**src/rtl/sram_st_pkg.sv**
```systemverilog
package sram_st_pkg;
  // stages of synchronizer ahead of the edge detector
  localparam int SYNC_STAGES = 2;

  typedef enum logic {
    MODE_READ  = 1'b0,
    MODE_WRITE = 1'b1
  } acc_mode_e;
endpackage

```
**src/rtl/sst_done_sync.sv**
```systemverilog
module sst_done_sync
  import sram_st_pkg::*;
(
  input  logic clk,
  input  logic rst,
  input  logic done_in,
  output logic done_rise
);
  localparam int SH_W = SYNC_STAGES + 1;

  logic [SH_W-1:0] sh_q;

  always_ff @(posedge clk) begin
    if (rst) sh_q <= '0;
    else     sh_q <= {sh_q[SH_W-2:0], done_in};
  end

  assign done_rise = sh_q[SYNC_STAGES-1] & ~sh_q[SYNC_STAGES];
endmodule

```
**src/rtl/sst_phase_ctrl.sv**
```systemverilog
module sst_phase_ctrl #(
  parameter int TMO_TICKS = 256
) (
  input  logic clk,
  input  logic rst,
  input  logic cyc_start,
  input  logic done_rise,
  output logic gate,
  output logic start_acc,
  output logic end_acc,
  output logic timeout
);
  localparam int CW = $clog2(TMO_TICKS + 1);
  localparam logic [CW-1:0] LAST_TICK = CW'(TMO_TICKS - 1);

  logic [CW-1:0] tick_q;
  logic          tmo_hit;

  assign start_acc = cyc_start & ~gate;
  assign tmo_hit   = gate & (tick_q == LAST_TICK) & ~done_rise;
  assign end_acc   = gate & (done_rise | tmo_hit);

  always_ff @(posedge clk) begin
    if (rst) begin
      gate    <= 1'b0;
      tick_q  <= '0;
      timeout <= 1'b0;
    end else if (start_acc) begin
      gate    <= 1'b1;
      tick_q  <= '0;
      timeout <= 1'b0;
    end else if (end_acc) begin
      gate    <= 1'b0;
      timeout <= tmo_hit;
    end else if (gate) begin
      tick_q  <= tick_q + 1'b1;
    end
  end
endmodule

```
**src/rtl/sst_line_drv.sv**
```systemverilog
module sst_line_drv
  import sram_st_pkg::*;
#(
  parameter int ROWS = 64,
  parameter int COLS = 8
) (
  input  logic                    clk,
  input  logic                    rst,
  input  logic                    start_acc,
  input  logic                    end_acc,
  input  logic                    wr_en,
  input  logic [$clog2(ROWS)-1:0] row_addr,
  input  logic [$clog2(COLS)-1:0] col_addr,
  output logic [ROWS-1:0]         wl,
  output logic [COLS-1:0]         ev,
  output logic                    dwl,
  output logic                    eq,
  output logic                    mon_sel
);
  localparam int RAW = $clog2(ROWS);
  localparam int CAW = $clog2(COLS);

  logic [ROWS-1:0] row_dec;
  logic [COLS-1:0] col_dec;
  acc_mode_e       mode;

  assign mode = acc_mode_e'(wr_en);

  for (genvar r = 0; r < ROWS; r++) begin : g_row
    assign row_dec[r] = (row_addr == RAW'(r));
  end
  for (genvar c = 0; c < COLS; c++) begin : g_col
    assign col_dec[c] = (col_addr == CAW'(c));
  end

  always_ff @(posedge clk) begin
    if (rst) begin
      wl      <= '0;
      ev      <= '0;
      dwl     <= 1'b0;
      eq      <= 1'b1;
      mon_sel <= 1'b0;
    end else if (start_acc) begin
      wl      <= row_dec;
      ev      <= (mode == MODE_WRITE) ? col_dec : '0;
      dwl     <= (mode == MODE_READ);
      eq      <= 1'b0;
      mon_sel <= (mode == MODE_WRITE);
    end else if (end_acc) begin
      wl      <= '0;
      ev      <= '0;
      dwl     <= 1'b0;
      eq      <= 1'b1;
    end
  end
endmodule

```
**src/rtl/sst_erase_gen.sv**
```systemverilog
module sst_erase_gen #(
  parameter int ERASE_TICKS = 4
) (
  input  logic clk,
  input  logic rst,
  input  logic start_acc,
  input  logic wr_en,
  output logic erase
);
  localparam int EW = $clog2(ERASE_TICKS + 1);

  logic [EW-1:0] left_q;

  always_ff @(posedge clk) begin
    if (rst) begin
      erase  <= 1'b0;
      left_q <= '0;
    end else if (start_acc) begin
      erase  <= wr_en;
      left_q <= EW'(ERASE_TICKS - 1);
    end else if (erase) begin
      if (left_q == '0) erase <= 1'b0;
      else              left_q <= left_q - 1'b1;
    end
  end
endmodule

```
**src/rtl/sram_selftime_ctrl.sv**
```systemverilog
module sram_selftime_ctrl #(
  parameter int ROWS        = 64,
  parameter int COLS        = 8,
  parameter int ERASE_TICKS = 4,
  parameter int TMO_TICKS   = 256
) (
  input  logic                    clk,
  input  logic                    rst,
  input  logic                    cyc_start,
  input  logic                    wr_en,
  input  logic [$clog2(ROWS)-1:0] row_addr,
  input  logic [$clog2(COLS)-1:0] col_addr,
  input  logic                    done_in,
  output logic                    gate,
  output logic                    gate_n,
  output logic                    eq,
  output logic [COLS-1:0]         ev,
  output logic [ROWS-1:0]         wl,
  output logic                    dwl,
  output logic                    erase,
  output logic                    mon_sel,
  output logic                    timeout
);
  logic done_rise;
  logic start_acc;
  logic end_acc;

  sst_done_sync u_sync (
    .clk(clk), .rst(rst), .done_in(done_in), .done_rise(done_rise)
  );

  sst_phase_ctrl #(.TMO_TICKS(TMO_TICKS)) u_phase (
    .clk(clk), .rst(rst), .cyc_start(cyc_start), .done_rise(done_rise),
    .gate(gate), .start_acc(start_acc), .end_acc(end_acc), .timeout(timeout)
  );

  sst_line_drv #(.ROWS(ROWS), .COLS(COLS)) u_lines (
    .clk(clk), .rst(rst), .start_acc(start_acc), .end_acc(end_acc),
    .wr_en(wr_en), .row_addr(row_addr), .col_addr(col_addr),
    .wl(wl), .ev(ev), .dwl(dwl), .eq(eq), .mon_sel(mon_sel)
  );

  sst_erase_gen #(.ERASE_TICKS(ERASE_TICKS)) u_erase (
    .clk(clk), .rst(rst), .start_acc(start_acc), .wr_en(wr_en), .erase(erase)
  );

  assign gate_n = ~gate;
endmodule

```
**config.mk**
```make
export PLATFORM = sky130hd
export DESIGN_NAME = sram_selftime_ctrl
export DESIGN_NICKNAME = d
export VERILOG_FILES = /design/src/rtl/sram_st_pkg.sv /design/src/rtl/sst_done_sync.sv /design/src/rtl/sst_phase_ctrl.sv /design/src/rtl/sst_line_drv.sv /design/src/rtl/sst_erase_gen.sv /design/src/rtl/sram_selftime_ctrl.sv
export SDC_FILE = /design/constraint.sdc
export NUM_CORES = 1
export LEC_CHECK = 0
export CORE_ASPECT_RATIO = 1.25
export CORE_UTILIZATION = 50
export DETAILED_ROUTE_END_ITERATION = 8
export PLACE_DENSITY_LB_ADDON = 0.3
export SKIP_LAST_GASP = 1
export SLEW_MARGIN = 15
export SYNTH_ARGS = -nofsm -noshare
export SYNTH_HDL_FRONTEND = slang
export SYNTH_HIERARCHICAL = 1
export SYNTH_SLANG_ARGS = --single-unit
```
**constraint.sdc**
```tcl
create_clock -name clk -period 5.8 [get_ports clk]
set_input_delay 0.58 -clock clk [delete_from_list [all_inputs] [get_ports clk]]
set_output_delay 0.58 -clock clk [all_outputs]
set_load 0.005 [all_outputs]
```
Yosys cells after proc, flatten, opt, wreduce, memory -nomap -nowiden
Index checks and enable logic that the tools add are counted.
{"block": "totals", "register_bits": 93, "input_bits": 14, "output_inout_bits": 79, "wordCells": 123}
{"block": "op_classes", "n_addsub": 2, "n_eq_ne": 72, "n_mux": 16, "n_bitwise": 12, "reduce_logical": 9}
{"cell": "6-bit equality test (second input constant)", "count": 32}
{"cell": "64-bit 2-to-1 mux", "count": 2}
{"cell": "6-bit by 5-bit equality test with 1-bit output (second input constant)", "count": 16}
{"cell": "6-bit by 4-bit equality test with 1-bit output (second input constant)", "count": 8}
{"cell": "6-bit by 3-bit equality test with 1-bit output (second input constant)", "count": 4}
{"cell": "8-bit 2-to-1 mux", "count": 3}
{"cell": "3-bit equality test (second input constant)", "count": 4}
{"cell": "6-bit by 2-bit equality test with 1-bit output (second input constant)", "count": 2}
{"cell": "9-bit by 1-bit adder with 9-bit output (second input constant)", "count": 1}
{"cell": "9-bit by 8-bit equality test with 1-bit output (second input constant)", "count": 1}
{"cell": "1-bit 2-to-1 mux", "count": 8}
{"cell": "3-bit by 2-bit equality test with 1-bit output (second input constant)", "count": 2}
{"cell": "6-bit by 1-bit equality test with 1-bit output (second input constant)", "count": 1}
{"cell": "3-bit zero test", "count": 2}
{"cell": "6-bit zero test", "count": 1}
{"cell": "2-bit 2-to-1 mux", "count": 3}
{"cell": "1-bit NOT", "count": 6}
{"cell": "2-bit AND reduction", "count": 3}
{"cell": "1-bit bitwise AND", "count": 5}
{"cell": "2-bit nonzero test", "count": 2}
{"cell": "3-bit by 1-bit equality test with 1-bit output (second input constant)", "count": 1}
{"cell": "3-bit by 1-bit subtractor with 3-bit output (second input constant)", "count": 1}
{"cell": "2-bit != test (second input constant)", "count": 1}
{"cell": "2-bit OR reduction", "count": 1}
{"cell": "1-bit OR", "count": 1}

Longest topological paths before layout
Gate-level depths: netlist of run 1.
{"block": "depth", "ltp_word": 8, "depth_mapped": 8, "depth_no_buf": 7}

By module
The synthesis of run 1 kept the hierarchy.
{"module": "sst_line_drv", "instances": 1, "cells_per_inst": 202, "area_per_inst_um2": 2571.2, "seq_area_each_um2": 1501.4}
{"module": "sst_phase_ctrl", "instances": 1, "cells_per_inst": 59, "area_per_inst_um2": 508.0, "seq_area_each_um2": 220.2}
{"module": "sst_erase_gen", "instances": 1, "cells_per_inst": 22, "area_per_inst_um2": 216.5, "seq_area_each_um2": 80.1}
{"module": "sst_done_sync", "instances": 1, "cells_per_inst": 7, "area_per_inst_um2": 87.6, "seq_area_each_um2": 60.1}
{"module": "sram_selftime_ctrl", "instances": 1, "cells_per_inst": 1, "area_per_inst_um2": 3.8, "seq_area_each_um2": 0.0}

Least setup slack after synthesis of run 1
No wires, ideal clock.
{"block": "synth_path", "path_type": "register to register", "startpoint": "register u_phase.tick_q[0]", "endpoint": "register u_phase.tick_q[3]", "setup_ps": 71, "arrival_ps": 1924, "required_time_ps": 5729, "slack_ps": 3805, "stages_incl_launch_ff": 9, "n_path_buf": 1, "synth_period_minus_slack_ps": 1995, "cell_sequence": "dfxtp_1 -> ha_1 -> nand2_1 -> nor3_1 -> ha_1 -> or3b_1 -> clkbuf_1 -> or4_1 -> a21oi_1"}
{"block": "synth_via", "elab_chain_len": 7, "elab_cells_between_ends": 8, "cone_classes": "1 x add/sub; 1 x eq/ne; 5 x bitwise; 1 x reduce/logical"}
{"item": "start, declared", "line": "sst_phase_ctrl.sv:16", "rtl": "logic [CW-1:0] tick_q;"}
{"item": "start signal, assigned", "line": "sst_phase_ctrl.sv:36", "rtl": "tick_q <= tick_q + 1'b1;"}
{"item": "9-bit by 8-bit equality test with 1-bit output", "line": "sst_phase_ctrl.sv:20", "rtl": "assign tmo_hit = gate & (tick_q == LAST_TICK) & ~done_rise;"}
{"item": "1-bit bitwise AND (2 in a row)", "line": "sst_phase_ctrl.sv:20"}
{"item": "1-bit OR", "line": "sst_phase_ctrl.sv:21", "rtl": "assign end_acc = gate & (done_rise | tmo_hit);"}
{"item": "1-bit bitwise AND", "line": "sst_phase_ctrl.sv:21"}
{"item": "1-bit NOT (no line)"}
{"item": "2-bit AND reduction (no line)"}
Several ways; a longest one is shown, not always the timed one.
A chain may end at the register's enable or synchronous reset.

Worst setup path in the final report of run 1
{"block": "layout_path", "startpoint": "input cyc_start", "endpoint": "register u_lines.wl[22]"}
{"block": "layout_via", "elab_chain_len": 2, "elab_cells_between_ends": 3, "cone_classes": "1 x mux; 1 x bitwise; 1 x reduce/logical"}
{"item": "start, declared", "line": "sram_selftime_ctrl.sv:9", "rtl": "input logic cyc_start,"}
{"item": "1-bit bitwise AND (*)", "line": "sst_phase_ctrl.sv:19", "rtl": "assign start_acc = cyc_start & ~gate;"}
{"item": "net start_acc", "line": "sram_selftime_ctrl.sv:25", "rtl": "logic start_acc;"}
{"item": "64-bit 2-to-1 mux or 2-bit nonzero test (tied branches)"}
{"item": "end signal, assigned", "line": "sst_line_drv.sv:44", "rtl": "wl <= row_dec;"}
{"item": "end, declared", "line": "sst_line_drv.sv:14", "rtl": "output logic [ROWS-1:0] wl,"}
Mark *: on every way through the listed nets, which the timed path passes. The rest lies on a longest branch.

==> flow_results.org, run 1 <==
** Outcome
- Result of the run :: finished, final reports clean

** Pwr
- Internal Pwr Total :: 0.000952 W
- Portion of total power attributed to combinational logic :: 0.074
- Of the total power, the clock network draws 0.392.
- NetSw :: roughly 0.00027 W
- Switching power share of the total :: 0.222
- In this run the static leakage power is ~1.6 nW.
- IR analysis of the VDD net gives a maximum drop of around 0.16 mV.
- Portion of total power attributed to sequential cells :: 0.534
- Power per standard cell area :: around 260 nW/µm²

** Finish
- Diode count :: 0
- Summing all multi-input logic gate instances after layout gives approximately 1400 µm².
- Synth-to-Final Area Change :: 36.4%
- The layout has approximately 500 filler cells.
- Across the whole layout, storage elements account for ~1900 µm².
- Final net count :: a little under 400
- Layout cell share with drive strength beyond 1 :: 0.0909

** Routing
- For this run, design rule violations remaining after detail routing come to 0.
- DRT antenna net count :: 0
- The routed design has approximately 7900 µm of wire.
- In the routed layout, each cell is associated on average with a via count of roughly 5.7.
- For this run, the detailed router's first-pass iteration total came to 4.
- The detailed router finished its first iteration with 103 violations.
- Detailed routing inserted a total of between 2000 and 3000 vias.
- In the final routed layout, each cell accounts on average for 16.7 µm.

** Global route
- The total overflow left after global routing is 0.
- The first global-routing pass estimated between 10000 and 15000 µm of wire.
- The initial antenna violation count came to 0.
- Vias in the first global route :: approximately 2500
- GRT Overall Usage :: 0.233
- Maximum number of pins on one net before global-route repair :: between 70 and 80

** Synth
- Yosys Warn Count :: 6
- Most used flip-flop cell after synthesis :: sky130_fd_sc_hd__dfxtp_1
- Post-synthesis instance area :: about 3400 µm²
- Syn Nets :: around 310
- After synthesis, the mean cell area works out to between 10 and 15 µm².
- In this run, synthesis inferred 0 flip-flops with an integrated enable.
- Share of the synthesized area in the top cell type :: 0.550
- Sequential element share of the synthesized area :: 0.550
- In this run, synthesis produced a sequential element count of 93.
- Synthesized instance count :: around 290
- Share of flip-flops with an asynchronous set or reset after synthesis :: 0
- Leading area contributor after synthesis :: sky130_fd_sc_hd__dfxtp_1
- Leading post-synthesis cells by cell area :: sky130_fd_sc_hd__dfxtp_1, sky130_fd_sc_hd__a22o_1, sky130_fd_sc_hd__o2bb2ai_1, sky130_fd_sc_hd__and4bb_2, sky130_fd_sc_hd__a32o_1
- Synthesis instantiated between 40 and 50 different standard cells from the library.

** Timing
- At the pin with the least slew margin, the transition time is roughly 0.76 ns.
- Setup repair after global routing left no endpoint under its margin.
- Tcrit/Tclk final :: 0.395
- # setup viols final :: 0
- Final max-slew violation count :: 0
- The smallest clock period supported by the final layout is computed as 2.29 ns.
- Fmax achieved :: between 400 and 500 MHz
- Final-layout setup total negative slack :: 0 ns
- Measured against its own limit, the worst slew margin works out to 0.487.
- The number of hold-slack violations in the final timing report is 0.
- On the final layout, the worst hold slack is between 0.4 and 0.5 ns.
- On the final layout, the worst clock skew is around 0.009 ns.

** Floorplanning
- The initial utilization of the core area, before any placement, comes to 0.516.
- Ports :: slightly above 90
- Die extent in x :: 75.6 µm
- # rows :: 33
- In this run the standard cell core region covers roughly 6600 µm².
- The die is about 94 µm tall.
- Total die area :: 7110 µm²

** Clock tree
- Buffers from clock root to sink, at most :: 2
- TritonCTS Buffers :: 9
- Count of buffers added by post-CTS timing repair for setup :: 0
- The cell sitting at the root of the clock tree is a sky130_fd_sc_hd__clkbuf_8.
- H-tree depth :: 3
- TritonCTS built the clock tree.
- Buffers inserted to repair hold after CTS numbered 0.
- Clk Latency, worst-skew pair :: about 0.36 ns
- After clock tree synthesis, the clock-pin slew on the worst setup and hold paths is around 0.09 ns.
- Resized Gates After CTS :: 0
- TritonCTS sink count :: between 90 and 100

** Worst setup path
- Measured in cells, the most critical reg-to-reg path has a length of 8.
- Data required time of the worst path :: between 6 and 7 ns
- Crit-path max FO :: 72
- Arrival time of the worst setup path :: 2.59 ns
- The worst setup path is captured at a flop.
- Startpoint class of the critical path :: input pin
- The critical path in this run is classified as input pin to flop.

** Worst hold path
- Path type of the worst min-delay path :: flop to flop
- Along the worst hold path, the cell count comes to 1.

** Job
- The tool flagged a number of max-cap violations equal to 0.

** Placement
- The wire-length estimate of the detail-placed layout is 5100 µm.
- Routability congestion estimate from global placement :: between 0.7 and 0.8
- Buffers on Ports :: a little over 90
==> final timing paths <==
check	startpoint	end	slack, ns
hold reg to reg	u_sync/sh_q[0]	u_sync/sh_q[1]	0.46
setup reg to reg	u_phase/tick_q[0]	u_lines/wl[22]	3.53
hold / removal	u_sync/sh_q[0]	u_sync/sh_q[1]	0.46
setup / recovery	cyc_start	u_lines/wl[22]	3.51
==> flip-flops by register name, indices dropped and copies added (netlist names) <==
signal	cells
u_phase/timeout	1
u_lines/ev	8
u_sync/sh_q	3
u_phase/gate	1
u_erase/left_q	3
u_lines/eq	1
u_lines/wl	64
u_phase/tick_q	9
u_lines/mon_sel	1
u_erase/erase	1
u_lines/dwl	1
==> worst max-delay path, stage by stage <==
cell and delay, ns:
sky130_fd_sc_hd__clkdlybuf4s50_1 0.40, sky130_fd_sc_hd__nand2b_1 0.16, sky130_fd_sc_hd__inv_1 0.31, sky130_fd_sc_hd__nor3_4 0.26, sky130_fd_sc_hd__buf_4 0.58, sky130_fd_sc_hd__a22o_1 0.25
==> kinds of logic after synthesis <==
family | share of synthesized area
simple gates | 0.165
compound gates | 0.225
xor+xnor | 0.00517
buf+inv | 0.0344
fa+ha+maj | 0.0148
flops | 0.550
mux | 0.00591
==> synth_stat cells (2+ instances only) <==
| library cell | n |
|---|---|
| sky130_fd_sc_hd__nor2_1 | 8 |
| sky130_fd_sc_hd__xnor2_1 | 2 |
| sky130_fd_sc_hd__nand4b_1 | 5 |
| sky130_fd_sc_hd__dfxtp_1 | 93 |
| sky130_fd_sc_hd__a211oi_1 | 4 |
| sky130_fd_sc_hd__buf_2 | 12 |
| sky130_fd_sc_hd__nor4b_1 | 3 |
| sky130_fd_sc_hd__nand3b_1 | 2 |
| sky130_fd_sc_hd__a32o_1 | 6 |
| sky130_fd_sc_hd__a21oi_1 | 9 |
| sky130_fd_sc_hd__nand2_1 | 7 |
| sky130_fd_sc_hd__nor3_1 | 5 |
| sky130_fd_sc_hd__nor2b_1 | 4 |
| sky130_fd_sc_hd__mux2i_1 | 2 |
| sky130_fd_sc_hd__nand4bb_1 | 3 |
| sky130_fd_sc_hd__or4_1 | 2 |
| sky130_fd_sc_hd__nor4bb_1 | 2 |
| sky130_fd_sc_hd__clkbuf_1 | 5 |
| sky130_fd_sc_hd__nand3_1 | 2 |
| sky130_fd_sc_hd__o2bb2ai_1 | 20 |
| sky130_fd_sc_hd__or3_1 | 2 |
| sky130_fd_sc_hd__nor4b_2 | 2 |
| sky130_fd_sc_hd__nand2b_1 | 2 |
| sky130_fd_sc_hd__inv_1 | 8 |
| sky130_fd_sc_hd__ha_1 | 4 |
| sky130_fd_sc_hd__o31ai_1 | 2 |
| sky130_fd_sc_hd__and4b_1 | 3 |
| sky130_fd_sc_hd__and4bb_2 | 6 |
| sky130_fd_sc_hd__nand4_1 | 2 |
| sky130_fd_sc_hd__a22o_1 | 46 |
| sky130_fd_sc_hd__o21ai_0 | 2 |
==> layer usage <==
metal  wire length (µm)  part of all wire  track usage  vias to the layer above
met2               3840              0.49        0.357                       67
met3                321             0.041       0.0461                       12
li1                   -                 -            -                     1304
met5                  0                 0            0                        -
met4                114             0.014        0.105                        0
met1               3600              0.46        0.312                     1297
==> layout make-up <==
cell class,instances,share of cell area
multi-input combinational,172,0.312
sequential,93,0.403
inverter,8,0.00650
clock inverter,3,0.0146
timing repair buffer,96,0.206
tap,87,0.0236
clock buffer,13,0.0344
==> placed cells by master (no fill, tap or decap), types with 3 or more instances in the layout <==
cell type and instances:
sky130_fd_sc_hd__clkdlybuf4s50_1 92, sky130_fd_sc_hd__nand4b_1 5, sky130_fd_sc_hd__a32o_1 6, sky130_fd_sc_hd__nor2b_1 4, sky130_fd_sc_hd__nor4b_2 3, sky130_fd_sc_hd__nand2_1 7, sky130_fd_sc_hd__nor3_1 5, sky130_fd_sc_hd__and4bb_2 6
sky130_fd_sc_hd__inv_1 8, sky130_fd_sc_hd__ha_1 4, sky130_fd_sc_hd__a22o_1 46, sky130_fd_sc_hd__clkbuf_8 11, sky130_fd_sc_hd__and4b_1 3, sky130_fd_sc_hd__dfxtp_1 93, sky130_fd_sc_hd__buf_4 4, sky130_fd_sc_hd__nand4bb_1 3
sky130_fd_sc_hd__a211oi_1 4, sky130_fd_sc_hd__nor2_1 8, sky130_fd_sc_hd__o2bb2ai_1 20, sky130_fd_sc_hd__a21oi_1 9
==> metrics by stage <==
stage / worst slack [ns] / instances / util / total power [W] / area [µm²]
after floorplan: 3.80 / 291 / - / 0.000718 / 3390
after global placement: 2.98 / 456 / 0.668 / 0.000754 / 4390
after detailed placement: 2.89 / 456 / 0.668 / 0.000756 / 4390
after CTS: 3.24 / 472 / 0.702 / 0.00123 / 4610
after global routing: 3.37 / 472 / 0.704 / 0.00127 / 4620
final: 3.51 / 472 / 0.704 / 0.00122 / 4620
==> power by group through the flow <==
stage               combinational, W  sequential, W  clock [W]
floorplan                  0.0000517       0.000667          0
global route               0.0000996       0.000654   0.000514
finish                     0.0000905       0.000653   0.000480
CTS                        0.0000894       0.000653   0.000486
detailed placement         0.0000887       0.000668          0
global placement           0.0000866       0.000667          0
No activity file was read; power rests on OpenSTA's default activity.
==> run 2, diff against run 1 <==
--- a/config.mk
+++ b/config.mk
@@ -6,7 +6,7 @@
 export NUM_CORES = 1
 export LEC_CHECK = 0
 export CORE_ASPECT_RATIO = 1.25
-export CORE_UTILIZATION = 50
+export CORE_UTILIZATION = 43
 export DETAILED_ROUTE_END_ITERATION = 8
 export PLACE_DENSITY_LB_ADDON = 0.3
 export SKIP_LAST_GASP = 1
==> constraint.sdc (replaced) <==
create_clock -name clk -period 2 [get_ports clk]
set_input_delay 0.2 -clock clk [delete_from_list [all_inputs] [get_ports clk]]
set_output_delay 0.2 -clock clk [all_outputs]
set_load 0.005 [all_outputs]
==> run 2 against run 1 <==
Critical path depth up 1; non-clock buffer count up 16; sequential share of layout area down 1.0 points; combinational power rose to 3.2 times the previous value; clock-buffer cell count down 4; clock skew up 0.00056 ns; die area up 16%; largest power group unchanged.
==> flow_results.org, run 2 (synthesis results as in run 1) <==
** Placement
- DPL Wire Length :: approximately 5600 µm
- In this run the cell area measured after placement is roughly 4500 µm².
- After detailed placement, the design holds a cell count of 476.
- Buffers on Ports :: between 90 and 100
- Routability-driven placement finished with a final weighted congestion of 0.785.

** Routing
- For this block, the initial DRC count from the detailed router was 106.
- Via Count :: 2723
- Average wire length per cell after detail routing :: ~16 µm
- In the routed design, unresolved DRC markers number 0.
- Summed over all layers, the routed wires come to between 8000 and 9000 µm.
- Detail-routed via count per cell :: 5.52
- First-pass DRT Iterations :: 4
- In this run the remaining antenna-violating nets after routing total 0.

** Clock tree
- At the later pin of the worst-skew pair, clock insertion delay measures ~0.34 ns.
- CTS tree :: yes
- H-tree depth :: 3
- TritonCTS sink count :: 93
- Root buffer cell :: sky130_fd_sc_hd__clkbuf_8
- The clock passes through at most 2 buffers.
- Clock-pin transition on the worst setup and hold timing paths :: 0.09 ns
- The number of clock buffers added by TritonCTS is 9.

** Finish
- Most common cell after layout, fill and taps aside :: sky130_fd_sc_hd__dfxtp_1
- Final net count :: 414
- With fillers left out, the area of the finished cells amounts to 4740 µm².
- Max FFs per register :: between 60 and 70
- For this run, the number of standard cells in the final layout without fillers is 493.
- The repair_antennas step left the layout with diodes totalling 0.
- In the final layout, the share of cells above drive strength 1 is 0.150.
- In the layout the commonest cells are sky130_fd_sc_hd__dfxtp_1, sky130_fd_sc_hd__clkdlybuf4s50_1, sky130_fd_sc_hd__a22o_1, sky130_fd_sc_hd__o2bb2ai_1, sky130_fd_sc_hd__buf_4.
- After filler insertion, the fill cell instance count of the layout stands at roughly 600.
- Synth-to-Final Area Change :: 40.0%
- Top Registers :: u_lines/wl x64, u_phase/tick_q x9, u_lines/ev x8
- Register ranked first by flip-flop count :: u_lines/wl

** Global route
- GRT Overall Usage :: 0.205
- The initial antenna violation count was 0.
- Met2 track utilization from global routing :: 0.342
- Maximum number of pins on one net before global-route repair :: 73
- Met1 Track Usage GR :: 0.253
- Vias in the first global route :: roughly 2700
- GR peak layer :: met2
- First-pass GRT wire length :: 13000 µm
- Global-route met3 utilization :: 0.0505
- Global routing finished with a remaining overflow of 0.

** Pwr
- Portion of total power attributed to sequential cells :: 0.553
- Leakage :: 1.68 nW
- The share of total power dissipated in combinational logic is 0.085.
- After layout, the design draws a total of roughly 0.0034 W.
- Internal Pwr Total :: about 0.0026 W
- NetSw :: about 0.00082 W
- Power spread over the standard cell area amounts to ~720 nW/µm².
- The share of total power dissipated in the clock network is 0.362.
- Max VDD drop :: between 0.6 and 0.7 mV
- Of the total power, the share spent switching nets is 0.241.

** Worst setup path
- Data required time of the worst path :: between 2 and 2.5 ns
- Startpoint-to-endpoint class of the critical path :: flop to flop
- Arrival time of the worst setup path :: ~2.2 ns
- Startpoint class of the critical path :: flop
- Master of the slowest instance on the critical path :: sky130_fd_sc_hd__or4_4
- Crit-path max FO :: 5
- CP cell instances :: ha_2, nand2_1, nor3_2, ha_2, or3b_4, or4_4, a21oi_2
- Element type at the critical path end :: flop
- Most repeated library cell on the critical path :: sky130_fd_sc_hd__ha_2
- Slowest Stage Delay on Critical Path :: approximately 0.50 ns

** Floorplanning
- The die covers 8240 µm².
- # rows :: 35
- Core area :: around 7500 µm²
- Height of the die :: ~100 µm
- Die extent in x :: roughly 81 µm
- The initial utilization of the core area, before any placement, comes to 0.452.
- Pin placement for this block handled slightly above 90 I/O pins.

** Worst hold path
- The min-delay analysis places its worst path in the category input pin to flop.

** Job
- The tool flagged a number of max-cap violations equal to 0.

** Timing
- Final count of hold timing violations :: 0
- # setup viols final :: 0
- Fmax achieved :: 516 MHz
- The worst path needs between 1.5 and 2 ns of the cycle, external delays included.
- Worst Tran Pin Value :: roughly 0.55 ns
- Fin Clk Skew :: about 0.0095 ns
- Final max-slew violation count :: 0
- Setup repair after global routing missed its margin :: false
- Tcrit/Tclk final :: 0.969
- The worst pin sits at a relative slew slack of 0.629.

** Outcome
- Result of the run :: finished, final reports clean
==> run 2: critical path: cells and delay by family (launching register included) <==
family                     cells  cell delay (ns)
AOI/OAI and AO/OA              1             0.13
DFF                            1             0.34
and+or+nand+nor                4             1.04
adders and majority gates      2             0.36
==> run 2: what timing repair did <==
item | in CTS | in global routing
endpoints found under the setup margin | 2 | 68
hold buffers | 0 | 0
pin swaps | 2 | 2
setup buffers | 0 | 1
resized for setup | 3 | 4
==> run 2: layout make-up <==
| type | count | area [µm²] | area share |
|---|---|---|---|
| multi-input combinational | 172 | 1460 | 0.307 |
| clock inverter | 7 | 72.6 | 0.0153 |
| timing repair buffer | 112 | 1080 | 0.228 |
| inverter | 8 | 30.0 | 0.00633 |
| clock buffer | 9 | 124 | 0.0261 |
| sequential | 93 | 1860 | 0.393 |
| tap | 92 | 115 | 0.0243 |
==> run 2: through the flow <==
stage               hold slack [ns]  utilization  setup TNS (ns)  worst slack [ns]
global route                  0.418        0.633               0            0.0186
CTS                           0.397        0.631               0            0.0180
global placement              0.419        0.603               0            0.0678
finish                        0.416        0.633               0            0.0627
detailed placement            0.443        0.603         -0.0688           -0.0555
floorplan                     0.269            -               0           0.00485
==> run 2: path summary, 6_finish.rpt <==
check / from / slack [ns] / cells past startpoint / endpoint
setup / recovery: u_phase/tick_q[1] / 0.06 / 7 / u_phase/tick_q[3]
hold / removal: done_in / 0.42 / 2 / u_sync/sh_q[0]
setup reg to reg: u_phase/tick_q[1] / 0.06 / 7 / u_phase/tick_q[3]
hold reg to reg: u_sync/sh_q[0] / 0.45 / 1 / u_sync/sh_q[1]
==> run 2: per-layer routing <==
metal  share of wire  vias to the layer above
li1                -                     1331
met1            0.44                     1325
met2            0.51                       67
met3           0.050                        0
met4               0                        0
met5               0                        -
==> run 2: power groups by stage <==
| stage | Combinational, W | Clock (W) | Sequential (W) |
|---|---|---|---|
| finish | 0.000292 | 0.00124 | 0.00189 |
| detailed placement | 0.000287 | 0 | 0.00193 |
| global placement | 0.000280 | 0 | 0.00193 |
| CTS | 0.000289 | 0.00127 | 0.00189 |
| floorplan | 0.000150 | 0 | 0.00193 |
| global route | 0.000319 | 0.00135 | 0.00189 |
==> run 3, diff against run 2 <==
--- a/config.mk
+++ b/config.mk
@@ -5,6 +5,7 @@
 export SDC_FILE = /design/constraint.sdc
 export NUM_CORES = 1
 export LEC_CHECK = 0
+export ABC_CLOCK_PERIOD_IN_PS = 2000
 export CORE_ASPECT_RATIO = 1.25
 export CORE_UTILIZATION = 43
 export DETAILED_ROUTE_END_ITERATION = 8
==> results of run 3 <==
Same layout as run 2: the final DEF is identical, and so are final timing and power.
